$ cat src/rtl/rn_pkg.sv
package rn_pkg;
  localparam int ARCH_REGS = 32;
  localparam int AW        = $clog2(ARCH_REGS);
  localparam int OPNDS     = 2;
endpackage

$ cat src/rtl/rn_free_pick.sv
module rn_free_pick #(
  parameter int ENTRIES = 8,
  parameter int PICKS   = 2,
  localparam int TW     = $clog2(ENTRIES)
) (
  input  logic [ENTRIES-1:0]          busy,
  output logic [PICKS-1:0][TW-1:0]    pick_tag,
  output logic [PICKS-1:0]            pick_ok
);
  // k-th lowest free entry for k = 0 .. PICKS-1
  always_comb begin
    logic [ENTRIES-1:0] used;
    used = busy;
    for (int k = 0; k < PICKS; k++) begin
      pick_ok[k]  = 1'b0;
      pick_tag[k] = '0;
      for (int e = 0; e < ENTRIES; e++) begin
        if (!pick_ok[k] && !used[e]) begin
          pick_ok[k]  = 1'b1;
          pick_tag[k] = TW'(e);
        end
      end
      if (pick_ok[k]) used[pick_tag[k]] = 1'b1;
    end
  end
endmodule

$ cat src/rtl/rn_cam.sv
module rn_cam #(
  parameter int ENTRIES = 8,
  parameter int TW      = 3,
  parameter int AW      = 5
) (
  input  logic [AW-1:0]               key,
  input  logic [ENTRIES-1:0]          busy,
  input  logic [ENTRIES-1:0]          latest,
  input  logic [ENTRIES-1:0][AW-1:0]  arch,
  output logic                        hit,
  output logic [TW-1:0]               tag
);
  // newest live mapping of one architectural register
  always_comb begin
    hit = 1'b0;
    tag = '0;
    for (int e = 0; e < ENTRIES; e++) begin
      if (busy[e] && latest[e] && arch[e] == key) begin
        hit = 1'b1;
        tag = TW'(e);
      end
    end
  end
endmodule

$ cat src/rtl/rn_rename_unit.sv
module rn_rename_unit #(
  parameter int LANES   = 2,
  parameter int ENTRIES = 8,
  parameter int DW      = 32,
  localparam int TW     = $clog2(ENTRIES),
  localparam int AW     = rn_pkg::AW
) (
  input  logic                        clk,
  input  logic                        rst,
  input  logic                        indexed_mode,
  input  logic [LANES-1:0]            iss_valid,
  input  logic [LANES-1:0]            iss_has_dst,
  input  logic [LANES-1:0][AW-1:0]    iss_dst,
  input  logic [LANES-1:0][AW-1:0]    iss_src_a,
  input  logic [LANES-1:0][AW-1:0]    iss_src_b,
  output logic [LANES-1:0]            iss_take,
  output logic                        iss_full,
  output logic [LANES-1:0]            ren_valid,
  output logic [LANES-1:0][TW-1:0]    ren_dst_tag,
  output logic [LANES-1:0]            ren_a_rdy,
  output logic [LANES-1:0][TW-1:0]    ren_a_tag,
  output logic [LANES-1:0][DW-1:0]    ren_a_val,
  output logic [LANES-1:0]            ren_b_rdy,
  output logic [LANES-1:0][TW-1:0]    ren_b_tag,
  output logic [LANES-1:0][DW-1:0]    ren_b_val,
  input  logic                        wb_valid,
  input  logic [TW-1:0]               wb_tag,
  input  logic [DW-1:0]               wb_data,
  input  logic                        cmt_valid,
  input  logic [TW-1:0]               cmt_tag,
  input  logic                        cxl_valid,
  input  logic [TW-1:0]               cxl_tag
);
  localparam int NOP = rn_pkg::OPNDS;

  // rename entry state
  logic [ENTRIES-1:0]          ent_busy, ent_valid, ent_latest, ent_prev_ok;
  logic [ENTRIES-1:0][AW-1:0]  ent_arch;
  logic [ENTRIES-1:0][TW-1:0]  ent_prev;
  logic [DW-1:0]               ent_data [ENTRIES];
  logic [DW-1:0]               arch_rf  [rn_pkg::ARCH_REGS];

  // allocation
  logic [LANES-1:0][TW-1:0]    pick_tag;
  logic [LANES-1:0]            pick_ok;
  logic [LANES-1:0]            alloc, lat_new, p_ok;
  logic [LANES-1:0][TW-1:0]    new_tag, p_tag;

  // lookups
  logic [LANES-1:0]            d_hit, a_hit, b_hit;
  logic [LANES-1:0][TW-1:0]    d_tag, a_tag, b_tag;
  logic [LANES-1:0][NOP-1:0]          res_rdy;
  logic [LANES-1:0][NOP-1:0][TW-1:0]  res_tag;
  logic [LANES-1:0][NOP-1:0][DW-1:0]  res_val;

  rn_free_pick #(.ENTRIES(ENTRIES), .PICKS(LANES)) u_pick (
    .busy(ent_busy), .pick_tag(pick_tag), .pick_ok(pick_ok)
  );

  for (genvar g = 0; g < LANES; g++) begin : g_cam
    rn_cam #(.ENTRIES(ENTRIES), .TW(TW), .AW(AW)) u_dst (
      .key(iss_dst[g]), .busy(ent_busy), .latest(ent_latest), .arch(ent_arch),
      .hit(d_hit[g]), .tag(d_tag[g]));
    rn_cam #(.ENTRIES(ENTRIES), .TW(TW), .AW(AW)) u_sa (
      .key(iss_src_a[g]), .busy(ent_busy), .latest(ent_latest), .arch(ent_arch),
      .hit(a_hit[g]), .tag(a_tag[g]));
    rn_cam #(.ENTRIES(ENTRIES), .TW(TW), .AW(AW)) u_sb (
      .key(iss_src_b[g]), .busy(ent_busy), .latest(ent_latest), .arch(ent_arch),
      .hit(b_hit[g]), .tag(b_tag[g]));
  end

  // lane acceptance, in program order; stop at the first refused lane
  always_comb begin
    int   nxt;
    logic blocked, clash, sel_ok;
    logic [TW-1:0] sel_tag;
    nxt      = 0;
    blocked  = cxl_valid;
    iss_full = 1'b0;
    iss_take = '0;
    alloc    = '0;
    new_tag  = '0;
    for (int i = 0; i < LANES; i++) begin
      clash   = 1'b0;
      sel_ok  = 1'b0;
      sel_tag = '0;
      for (int j = 0; j < LANES; j++) begin
        if (j < i && alloc[j] && iss_dst[j] == iss_dst[i]) clash = 1'b1;
      end
      for (int k = 0; k < LANES; k++) begin
        if (k == nxt) begin
          sel_ok  = pick_ok[k];
          sel_tag = pick_tag[k];
        end
      end
      if (iss_valid[i] && !blocked) begin
        if (!iss_has_dst[i]) begin
          iss_take[i] = 1'b1;
        end else if (indexed_mode && (clash || d_hit[i])) begin
          blocked = 1'b1;
        end else if (!sel_ok) begin
          blocked  = 1'b1;
          iss_full = 1'b1;
        end else begin
          iss_take[i] = 1'b1;
          alloc[i]    = 1'b1;
          new_tag[i]  = sel_tag;
          nxt++;
        end
      end else if (iss_valid[i]) begin
        blocked = 1'b1;
      end
    end
  end

  // newest flag and replaced mapping for each new entry
  always_comb begin
    for (int i = 0; i < LANES; i++) begin
      lat_new[i] = 1'b1;
      p_ok[i]    = d_hit[i] && !(cmt_valid && cmt_tag == d_tag[i]);
      p_tag[i]   = d_tag[i];
      for (int j = 0; j < LANES; j++) begin
        if (j > i && alloc[j] && iss_dst[j] == iss_dst[i]) lat_new[i] = 1'b0;
        if (j < i && alloc[j] && iss_dst[j] == iss_dst[i]) begin
          p_ok[i]  = 1'b1;
          p_tag[i] = new_tag[j];
        end
      end
    end
  end

  // operand resolution: same group first, then rename file, then architectural file
  always_comb begin
    logic [AW-1:0] s;
    logic          h, g;
    logic [TW-1:0] t, gt;
    for (int i = 0; i < LANES; i++) begin
      for (int op = 0; op < NOP; op++) begin
        s  = (op == 0) ? iss_src_a[i] : iss_src_b[i];
        h  = (op == 0) ? a_hit[i]     : b_hit[i];
        t  = (op == 0) ? a_tag[i]     : b_tag[i];
        g  = 1'b0;
        gt = '0;
        for (int j = 0; j < LANES; j++) begin
          if (j < i && alloc[j] && iss_dst[j] == s) begin
            g  = 1'b1;
            gt = new_tag[j];
          end
        end
        res_rdy[i][op] = 1'b1;
        res_tag[i][op] = '0;
        res_val[i][op] = '0;
        if (g) begin
          res_rdy[i][op] = 1'b0;
          res_tag[i][op] = gt;
        end else if (h) begin
          if (ent_valid[t]) begin
            res_val[i][op] = ent_data[t];
          end else if (wb_valid && wb_tag == t) begin
            res_val[i][op] = wb_data;
          end else begin
            res_rdy[i][op] = 1'b0;
            res_tag[i][op] = t;
          end
        end else begin
          res_val[i][op] = arch_rf[s];
        end
      end
    end
  end

  // registered rename results
  always_ff @(posedge clk) begin
    if (rst) begin
      ren_valid   <= '0;
      ren_dst_tag <= '0;
      ren_a_rdy   <= '0;
      ren_a_tag   <= '0;
      ren_a_val   <= '0;
      ren_b_rdy   <= '0;
      ren_b_tag   <= '0;
      ren_b_val   <= '0;
    end else begin
      ren_valid   <= iss_take;
      ren_dst_tag <= new_tag;
      for (int i = 0; i < LANES; i++) begin
        ren_a_rdy[i] <= res_rdy[i][0];
        ren_a_tag[i] <= res_tag[i][0];
        ren_a_val[i] <= res_val[i][0];
        ren_b_rdy[i] <= res_rdy[i][1];
        ren_b_tag[i] <= res_tag[i][1];
        ren_b_val[i] <= res_val[i][1];
      end
    end
  end

  // entry bookkeeping: write-back, commit, cancel, then new mappings
  always_ff @(posedge clk) begin
    if (rst) begin
      ent_busy    <= '0;
      ent_valid   <= '0;
      ent_latest  <= '0;
      ent_prev_ok <= '0;
      ent_arch    <= '0;
      ent_prev    <= '0;
    end else begin
      if (wb_valid) ent_valid[wb_tag] <= 1'b1;
      if (cmt_valid) begin
        ent_busy[cmt_tag]   <= 1'b0;
        ent_valid[cmt_tag]  <= 1'b0;
        ent_latest[cmt_tag] <= 1'b0;
        for (int e = 0; e < ENTRIES; e++)
          if (ent_prev[e] == cmt_tag) ent_prev_ok[e] <= 1'b0;
      end
      if (cxl_valid) begin
        ent_busy[cxl_tag]   <= 1'b0;
        ent_valid[cxl_tag]  <= 1'b0;
        ent_latest[cxl_tag] <= 1'b0;
        if (ent_latest[cxl_tag] && ent_prev_ok[cxl_tag] && ent_busy[ent_prev[cxl_tag]])
          ent_latest[ent_prev[cxl_tag]] <= 1'b1;
        for (int e = 0; e < ENTRIES; e++)
          if (ent_prev[e] == cxl_tag) ent_prev_ok[e] <= 1'b0;
      end
      for (int i = 0; i < LANES; i++) begin
        if (alloc[i]) begin
          if (d_hit[i]) ent_latest[d_tag[i]] <= 1'b0;
          ent_busy[new_tag[i]]    <= 1'b1;
          ent_valid[new_tag[i]]   <= 1'b0;
          ent_latest[new_tag[i]]  <= lat_new[i];
          ent_arch[new_tag[i]]    <= iss_dst[i];
          ent_prev[new_tag[i]]    <= p_tag[i];
          ent_prev_ok[new_tag[i]] <= p_ok[i];
        end
      end
    end
  end

  // rename data array, no reset
  always_ff @(posedge clk) begin
    if (wb_valid) ent_data[wb_tag] <= wb_data;
  end

  // architectural file
  always_ff @(posedge clk) begin
    if (rst) begin
      for (int r = 0; r < rn_pkg::ARCH_REGS; r++) arch_rf[r] <= '0;
    end else if (cmt_valid) begin
      arch_rf[ent_arch[cmt_tag]] <= ent_data[cmt_tag];
    end
  end

  // ---------------- assertions ----------------
  logic idx_dup;
  always_comb begin
    idx_dup = 1'b0;
    for (int x = 0; x < ENTRIES; x++)
      for (int y = 0; y < ENTRIES; y++)
        if (x < y && ent_busy[x] && ent_busy[y] && ent_arch[x] == ent_arch[y]) idx_dup = 1'b1;
  end

  a_r9_one_per_reg: assert property (@(posedge clk) disable iff (rst)
    indexed_mode |-> !idx_dup);
  a_r7_commit_live: assert property (@(posedge clk) disable iff (rst)
    cmt_valid |-> (ent_busy[cmt_tag] && ent_valid[cmt_tag]));
  a_r7_commit_frees: assert property (@(posedge clk) disable iff (rst)
    cmt_valid |=> !ent_busy[$past(cmt_tag)]);
  a_r8_cancel_frees: assert property (@(posedge clk) disable iff (rst)
    cxl_valid |=> (!ent_busy[$past(cxl_tag)] && !ent_latest[$past(cxl_tag)]));
  a_r10_take_prefix: assert property (@(posedge clk) disable iff (rst)
    ((iss_take >> 1) & ~iss_take) == '0);
  a_r10_full_refuses: assert property (@(posedge clk) disable iff (rst)
    iss_full |-> (iss_take != iss_valid));
  a_r11_cancel_holds: assert property (@(posedge clk) disable iff (rst)
    cxl_valid |-> (iss_take == '0));
  for (genvar g = 0; g < LANES; g++) begin : g_chk
    a_r2_alloc_free: assert property (@(posedge clk) disable iff (rst)
      alloc[g] |-> !ent_busy[new_tag[g]]);
    a_r3_result_follows: assert property (@(posedge clk) disable iff (rst)
      iss_take[g] |=> ren_valid[g]);
  end
endmodule

$ cat config.mk
export PLATFORM = sky130hd
export DESIGN_NAME = rn_rename_unit
export DESIGN_NICKNAME = d
export VERILOG_FILES = /design/src/rtl/rn_pkg.sv /design/src/rtl/rn_free_pick.sv /design/src/rtl/rn_cam.sv /design/src/rtl/rn_rename_unit.sv
export SDC_FILE = /design/constraint.sdc
export NUM_CORES = 2
export LEC_CHECK = 0
export BUFFER_PORTS_ARGS = -buffer_cell sky130_fd_sc_hd__buf_4
export CAP_MARGIN = 20
export CORE_MARGIN = 4
export CORE_UTILIZATION = 25
export CTS_CLUSTER_SIZE = 16
export DETAILED_ROUTE_END_ITERATION = 8
export PLACE_DENSITY_LB_ADDON = 0.12
export SYNTH_ARGS = -nofsm -noshare
export SYNTH_HDL_FRONTEND = slang
export SYNTH_SLANG_ARGS = --single-unit
export TNS_END_PERCENT = 5
$ cat constraint.sdc
create_clock -name clk -period 4.7 [get_ports clk]
set_input_delay 0.235 -clock clk [delete_from_list [all_inputs] [get_ports clk]]
set_output_delay 0.235 -clock clk [all_outputs]
set_load 0.03 [all_outputs]
* Yosys cells after proc, flatten, opt, wreduce, memory -nomap -nowiden *
Memory sizes are Yosys's and may differ from the RTL's.
Cells that the tools add are included.

word-level totals
  register bits after elaboration = 248
  bits in writable memories = 1,280
  input port bits = 81
  word-level logic and storage cells = 613
  memories = 2

memories
  name      depth  width  read ports  clocked after Yosys merged registers in  wr ports  RTL line              text
  arch_rf   32     32     4           0                                        32        rn_rename_unit.sv:41  logic [DW-1:0] arch_rf [rn_pkg::ARCH_REGS];
  ent_data  8      32     5           0                                        1         rn_rename_unit.sv:40  logic [DW-1:0] ent_data [ENTRIES];

operators by class
  magnitude comparators = 22
  equality and inequality tests = 75
  mux-type cells = 321
  bitwise gates (word level) = 24
  reduce and logical (&&, ||, !) cells = 134

operator list
  kind                 count
  $mux 32              16
  $mux 8               37
  $eq 5x5->1           52
  $mux 3               58
  $mux 1               157
  $mux 40              3
  $logic_and 1x1->1    97
  $and 8x8->8          10
  $bwmux 40            2
  $mux 24              3
  $eq 3x3->1           22
  $lt 3x4->1 const B   13
  $bwmux 24            2
  $not 8->8            6
  $or 8x8->8           6
  $eq 2x32->1 const A  1
  $logic_not 32->1     1
  $reduce_or 32->1     1
  $demux 5 s3          2
  $logic_not 1->1      30
  $mux 2               14
  $demux 1 s3          9
  $ge 3x1->1 const B   9
  $bwmux 8             3
  9 further kinds      22

* Depth between registers and ports, before layout *
  depth in word-level cells = 64
  mapped depth = 14

* Modules after synthesis *
A second synthesis with hierarchy kept.

unflattened totals
  cell total of the unflattened synthesis = 7,340
  area, all modules = 103,729.5 µm²

modules (own cells, without submodules)
  module          times used  cells each  area an instance (µm²)  sequential area each (µm²)
  rn_rename_unit  1           6,869       100,044.7               43,401.6
  rn_cam          6           72          571.8                   0.0
  rn_free_pick    1           39          254.0                   0.0

* Worst setup path after synthesis *
Ideal clock, no wire load.

  path type = in2reg
  from = input cmt_tag[1]
  to = memory arch_rf[0][0] (enable)
  arrival = 3.149 ns
  required time = 4.311 ns
  slack = 1.162 ns
  stages = 12
  buffers on the path = 3
  path through = clkbuf_1 > buf_2 > mux2i_1 > nor2_1 > a21oi_1 > nor2_1 > a221oi_1 > inv_1 > nor3_1 > nand2_1 > clkbuf_1 > nand2_1

RTL lines
  element             RTL line              text
  start: declaration  rn_rename_unit.sv:30  input logic [TW-1:0] cmt_tag,
  end: declaration    rn_rename_unit.sv:41

* Worst setup path in the final report *
  from = register ent_arch[21] (netlist bit)
  to = output iss_take[1]

on the way
  word-level cells in the longest chain between the ends = 17
  elaborated cells between the ends (all ways) = 36
  those cells by class = 3 x eq/ne; 24 x mux; 9 x reduce/logical

RTL lines
  element                                                       RTL line                                     text
  start: declaration                                            rn_rename_unit.sv:38                         logic [ENTRIES-1:0][AW-1:0] ent_arch;
  start signal: indexed assignment                              rn_rename_unit.sv:230                        ent_arch[new_tag[i]] <= iss_dst[i];
  $eq 5x5->1                                                    rn_cam.sv:18                                 if (busy[e] && latest[e] && arch[e] == key) begin
  $logic_and 1x1->1                                             rn_cam.sv:18
  $mux 1 (4 in a row)                                           rn_cam.sv:18
  $logic_and 1x1->1                                             rn_rename_unit.sv:99                         end else if (indexed_mode && (clash || d_hit[i])) begin
  $mux 32 / $mux 1 (equally long branches)                      rn_rename_unit.sv:99
  $mux 32 / $mux 1 (equally long branches)                      rn_rename_unit.sv:97                         if (!iss_has_dst[i]) begin
  $mux 32 / $mux 1 (equally long branches)                      rn_rename_unit.sv:96                         if (iss_valid[i] && !blocked) begin
  $logic_not 32->1 / $logic_and 1x1->1 (equally long branches)  rn_rename_unit.sv:91, rn_rename_unit.sv:88
  $mux 1, on equally long branches                              rn_rename_unit.sv:91, rn_rename_unit.sv:88
  $mux 1 / $logic_or 1x1->1 (equally long branches)             rn_rename_unit.sv:91, rn_rename_unit.sv:99
  $mux 1 / $logic_and 1x1->1 (equally long branches)            rn_rename_unit.sv:101, rn_rename_unit.sv:99
  $mux 1                                                        rn_rename_unit.sv:99
  $mux 1                                                        rn_rename_unit.sv:97
  $mux 1 (*)                                                    rn_rename_unit.sv:96
  end: declaration                                              rn_rename_unit.sv:16                         output logic [LANES-1:0] iss_take,

Every way passes the cells marked *; elsewhere a longest branch is shown, timed or not.

==> reports/metrics.cfg <==
[status]
status = completed

[timing]
finalSetupViolations = 0
min_period_over_period_pct = 96.9
rsz0062_at_grt = no
max_freq_mhz = 220
slew_violations = 0
finalHoldViolations = 0
min_period_ps = 4560
finalSetupTns_ps = 0
worst_slew_pin_slew_ps = 1240
fin_skew_ps = 61.5
max_slew_margin_pct = 17.1

[floorplanning]
start_util_pct = 25.1
num_io_pins = 236
rows = 235
core-area_sq_mm = 0.411
dieArea_sq_mm = 0.424
fp.dieW_microns = 651
die_height_microns = 651

[placement]
io_buffer_count = 235
globalplace.congestion = 0.913
placed_area_sq_mm = 0.114
dpl.hpwl_microns = 348000

[pwr]
ir_drop_v = 0.000312
p_switching_mw = 11.3
pwr-share-comb_pct = 17.4
intPower_mw = 26.9
leakage_nw = 40.9
clockPowerShare_pct = 41.4
power_density_mw_per_mm2 = 317
switching_share_pct = 29.7
power_frac_seq_pct = 41.2

[drt]
drc = 0
drt_iter0_markers = 11528
wl_microns = 552000
dr_total_vias = 80640
ant_nets = 0
drt-pass1-iter-count = 8
vias_per_cell = 5.96
wl_per_cell_microns = 40.8

[setup_path]
worst_ep_required_time_ps = 4470
crit_path_max_fanout = 9
rr_worst_depth = 11
rr_endpoint = ren_b_val[35]
path_buf_inv = 3
endpoint_kind = output pin
crit_chain = xor2_1 > nor4_1 > nand3_1 > and4_1 > buf_4 > a31oi_1 > a21boi_4 > buf_4 > nand3_1 > a221oi_1 > buf_4
crit_top_cell = buf_4
start_kind = flip-flop
critPathSlowestCell = dfxtp_1
worstReg2RegStart = ent_arch[18]
reg2reg_slack_ps = 160
critPathKind = reg -> out
cp_data_arrival_time_ps = 4320
crit_family = simple AND/OR/NAND/NOR gates
slowest_delay_ps = 710

[yosys]
synth_cell_types = 116
synth_area_sq_mm = 0.103
yosys.area.top_type = edfxtp_1
avgSynthCellArea_sq_um = 13.2
ys.flop_type = edfxtp_1
synth_seq_cells = 1528
seq_area_frac_synth_pct = 42.0
synth_edf_count = 1280
synth_top_cells_by_area = edfxtp_1 37%, mux4_2 29%, dfxtp_1 4.8%
ys_warn_count = 0
synth_nets = 7902
synthArstFlopShare_pct = 0
synth_top_area_share_pct = 37.2
synth_cells = 7821

[cells_and_area]
multi_input_area_sq_mm = 0.0564
area_delta_synth_final_pct = 16.8
layout-drive-gt1-share_pct = 33.8
final_cell_area_sq_mm = 0.121
fin_nets = 7979
fillers = 41023
regArea_sq_mm = 0.0434

[global_route]
grt_overflow = 0
grt_max_degree = 122
grt_antenna_before_repair = 36
track_usage_pct = 25.3
grt_pass1_wl_microns = 738000
grt_pass1_vias = 78626

[clock_network]
cts-root-buf = clkbuf_16
cts.sinks = 1528
clock_path_buffers = 4
tritoncts = yes
cts_made_buffers = 194
htreeDepth = 4
post-cts-setup-buffers = 0
clk_pin_slew_worst_paths_ps = 50
clock_latency_ps = 920

[hold_path]
hold_path_depth = 4
min_from = cxl_valid
holdPathEnd = ent_valid[5]
hold_class = in -> reg

[job]
drv_cap = 0

power by group through the flow:
stage	Sequential (mW)	Combinational [mW]	Clock, mW
2_1_floorplan	16.0	3.49	0
3_3_place_gp	16.0	6.55	0
3_5_place_dp	16.1	6.54	0
4_1_cts	15.8	6.59	16.1
5_1_grt	15.8	6.82	16.6
6_report	15.8	6.67	15.8
area by class of cell:
type	instances	area share (%)
tap	5451	5.65
sequential	1528	36.0
clock inverter	94	0.840
antenna	12	0.0249
inverter	32	0.107
timing repair buffer	765	6.17
clock buffer	260	4.53
multi-input combinational	5377	46.7
flip-flops by register name (all words and copies together) (netlist names):
name and flops:
ren_b_tag 6, ren_b_rdy 2, ren_dst_tag 6, ent_busy 8, ren_a_tag 6, ent_valid 8, ren_b_val 64, ent_data 256
ent_arch 40, ren_valid 2, ent_prev_ok 8, arch_rf 1024, ren_a_val 64, ren_a_rdy 2, ent_latest 8, ent_prev 24
worst min-delay path, cell delays in order:
cell     delay [ps]
buf_4           250
a31oi_1         230
o21ai_0         100
nor4_1           50
cell usage in the layout, fill, tap and decap left out, types with 26 or more instances in the layout:
cell type	n
xnor2_1	184
inv_1	28
nor3_1	87
clkbuf_1	37
a31oi_1	26
dfxtp_1	248
a211o_1	33
nor4_1	38
a32oi_1	31
a22o_1	42
o22ai_1	51
o21ai_0	126
nand4_1	51
buf_4	575
a21oi_1	173
edfxtp_1	1280
dlygate4sd3_1	55
and3_1	31
buf_12	117
mux2i_1	468
xor2_1	127
a211oi_1	52
nor2_1	1168
clkbuf_16	201
nand2_2	52
nand3_1	230
a22oi_1	38
nand2_1	341
mux4_2	1352
o31ai_1	28
a221oi_1	34
clkinv_2	38
a221o_1	34
mux2_2	123
what timing repair did:
item | CTS | global route
gates resized for setup | 0 | 1
hold buffers | 55 | 0
setup endpoints to repair | 0 | 1
endpoints found under the hold margin | 442 | 0
through the flow:
stage	worst slack, ps	power [mW]	instances	hold WS, ps	util, %
finish	145	38.3	13519	76.3	29.4
global route	18.9	39.3	13510	62.0	29.4
CTS	169	38.5	13505	9.00	29.4
detailed placement	272	22.6	13096	546	27.7
global placement	283	22.6	13096	542	27.7
floorplan	1160	19.5	7821	334	-
layer usage:
metal	GRT usage, %	wire (microns)	share of wire [%]
met5	0	50	0.0091
met4	10.5	28400	5.1
met3	5.60	53800	9.7
met2	39.5	248000	45
met1	34.0	222000	40
worst max-delay path by stage:
| stage | depth (start not counted) | from | slack (ps) | to |
|---|---|---|---|---|
| floorplan | 12 | cmt_tag[1] | 1160 | arch_rf[0][0] |
| global placement | 11 | ent_arch[21] | 280 | ren_a_val[57] |
| detailed placement | 11 | ent_arch[21] | 270 | ren_a_val[57] |
| CTS | 11 | ent_arch[21] | 170 | iss_take[1] |
| global route | 11 | ent_arch[21] | 20 | iss_take[1] |
| finish | 11 | ent_arch[21] | 140 | iss_take[1] |
kinds of logic (layout without fill, tap and decap cells):
family,after synthesis,in the layout,synth area share [%]
xor gates and xnor gates,312,312,2.65
adders and majority gates,2,2,0.0194
and+or+nand+nor,2178,2178,9.21
DFF,1528,1528,42.0
other,0,12,0
buffers and inverters,916,1151,4.10
AOI/OAI and AO/OA,940,940,6.62
muxes,1945,1945,35.4
Yosys cell counts, types with 13 or more instances:
cell type / count
mux2_2: 123
a2bb2oi_1: 23
o32ai_1: 24
a22o_1: 42
nor2_1: 1190
dfxtp_1: 248
o221ai_1: 17
a211o_1: 34
a31oi_1: 26
and2_1: 17
nor4_1: 42
xnor2_1: 184
a221oi_1: 34
a221o_1: 34
a2111oi_0: 23
nand2_1: 409
a211oi_1: 53
a311oi_1: 19
o22ai_1: 51
nand2b_1: 13
mux2i_1: 469
a21oi_1: 196
nor3_1: 93
clkbuf_1: 512
buf_1: 107
nand3_1: 232
a22oi_1: 38
o21ai_0: 128
buf_4: 62
buf_2: 152
nand4_1: 51
and3_1: 32
edfxtp_1: 1280
a32oi_1: 31
o31ai_1: 28
a21o_1: 23
inv_1: 30
xor2_1: 127
mux4_2: 1352
buf_6: 48
Power figures use the tool's default switching activity.
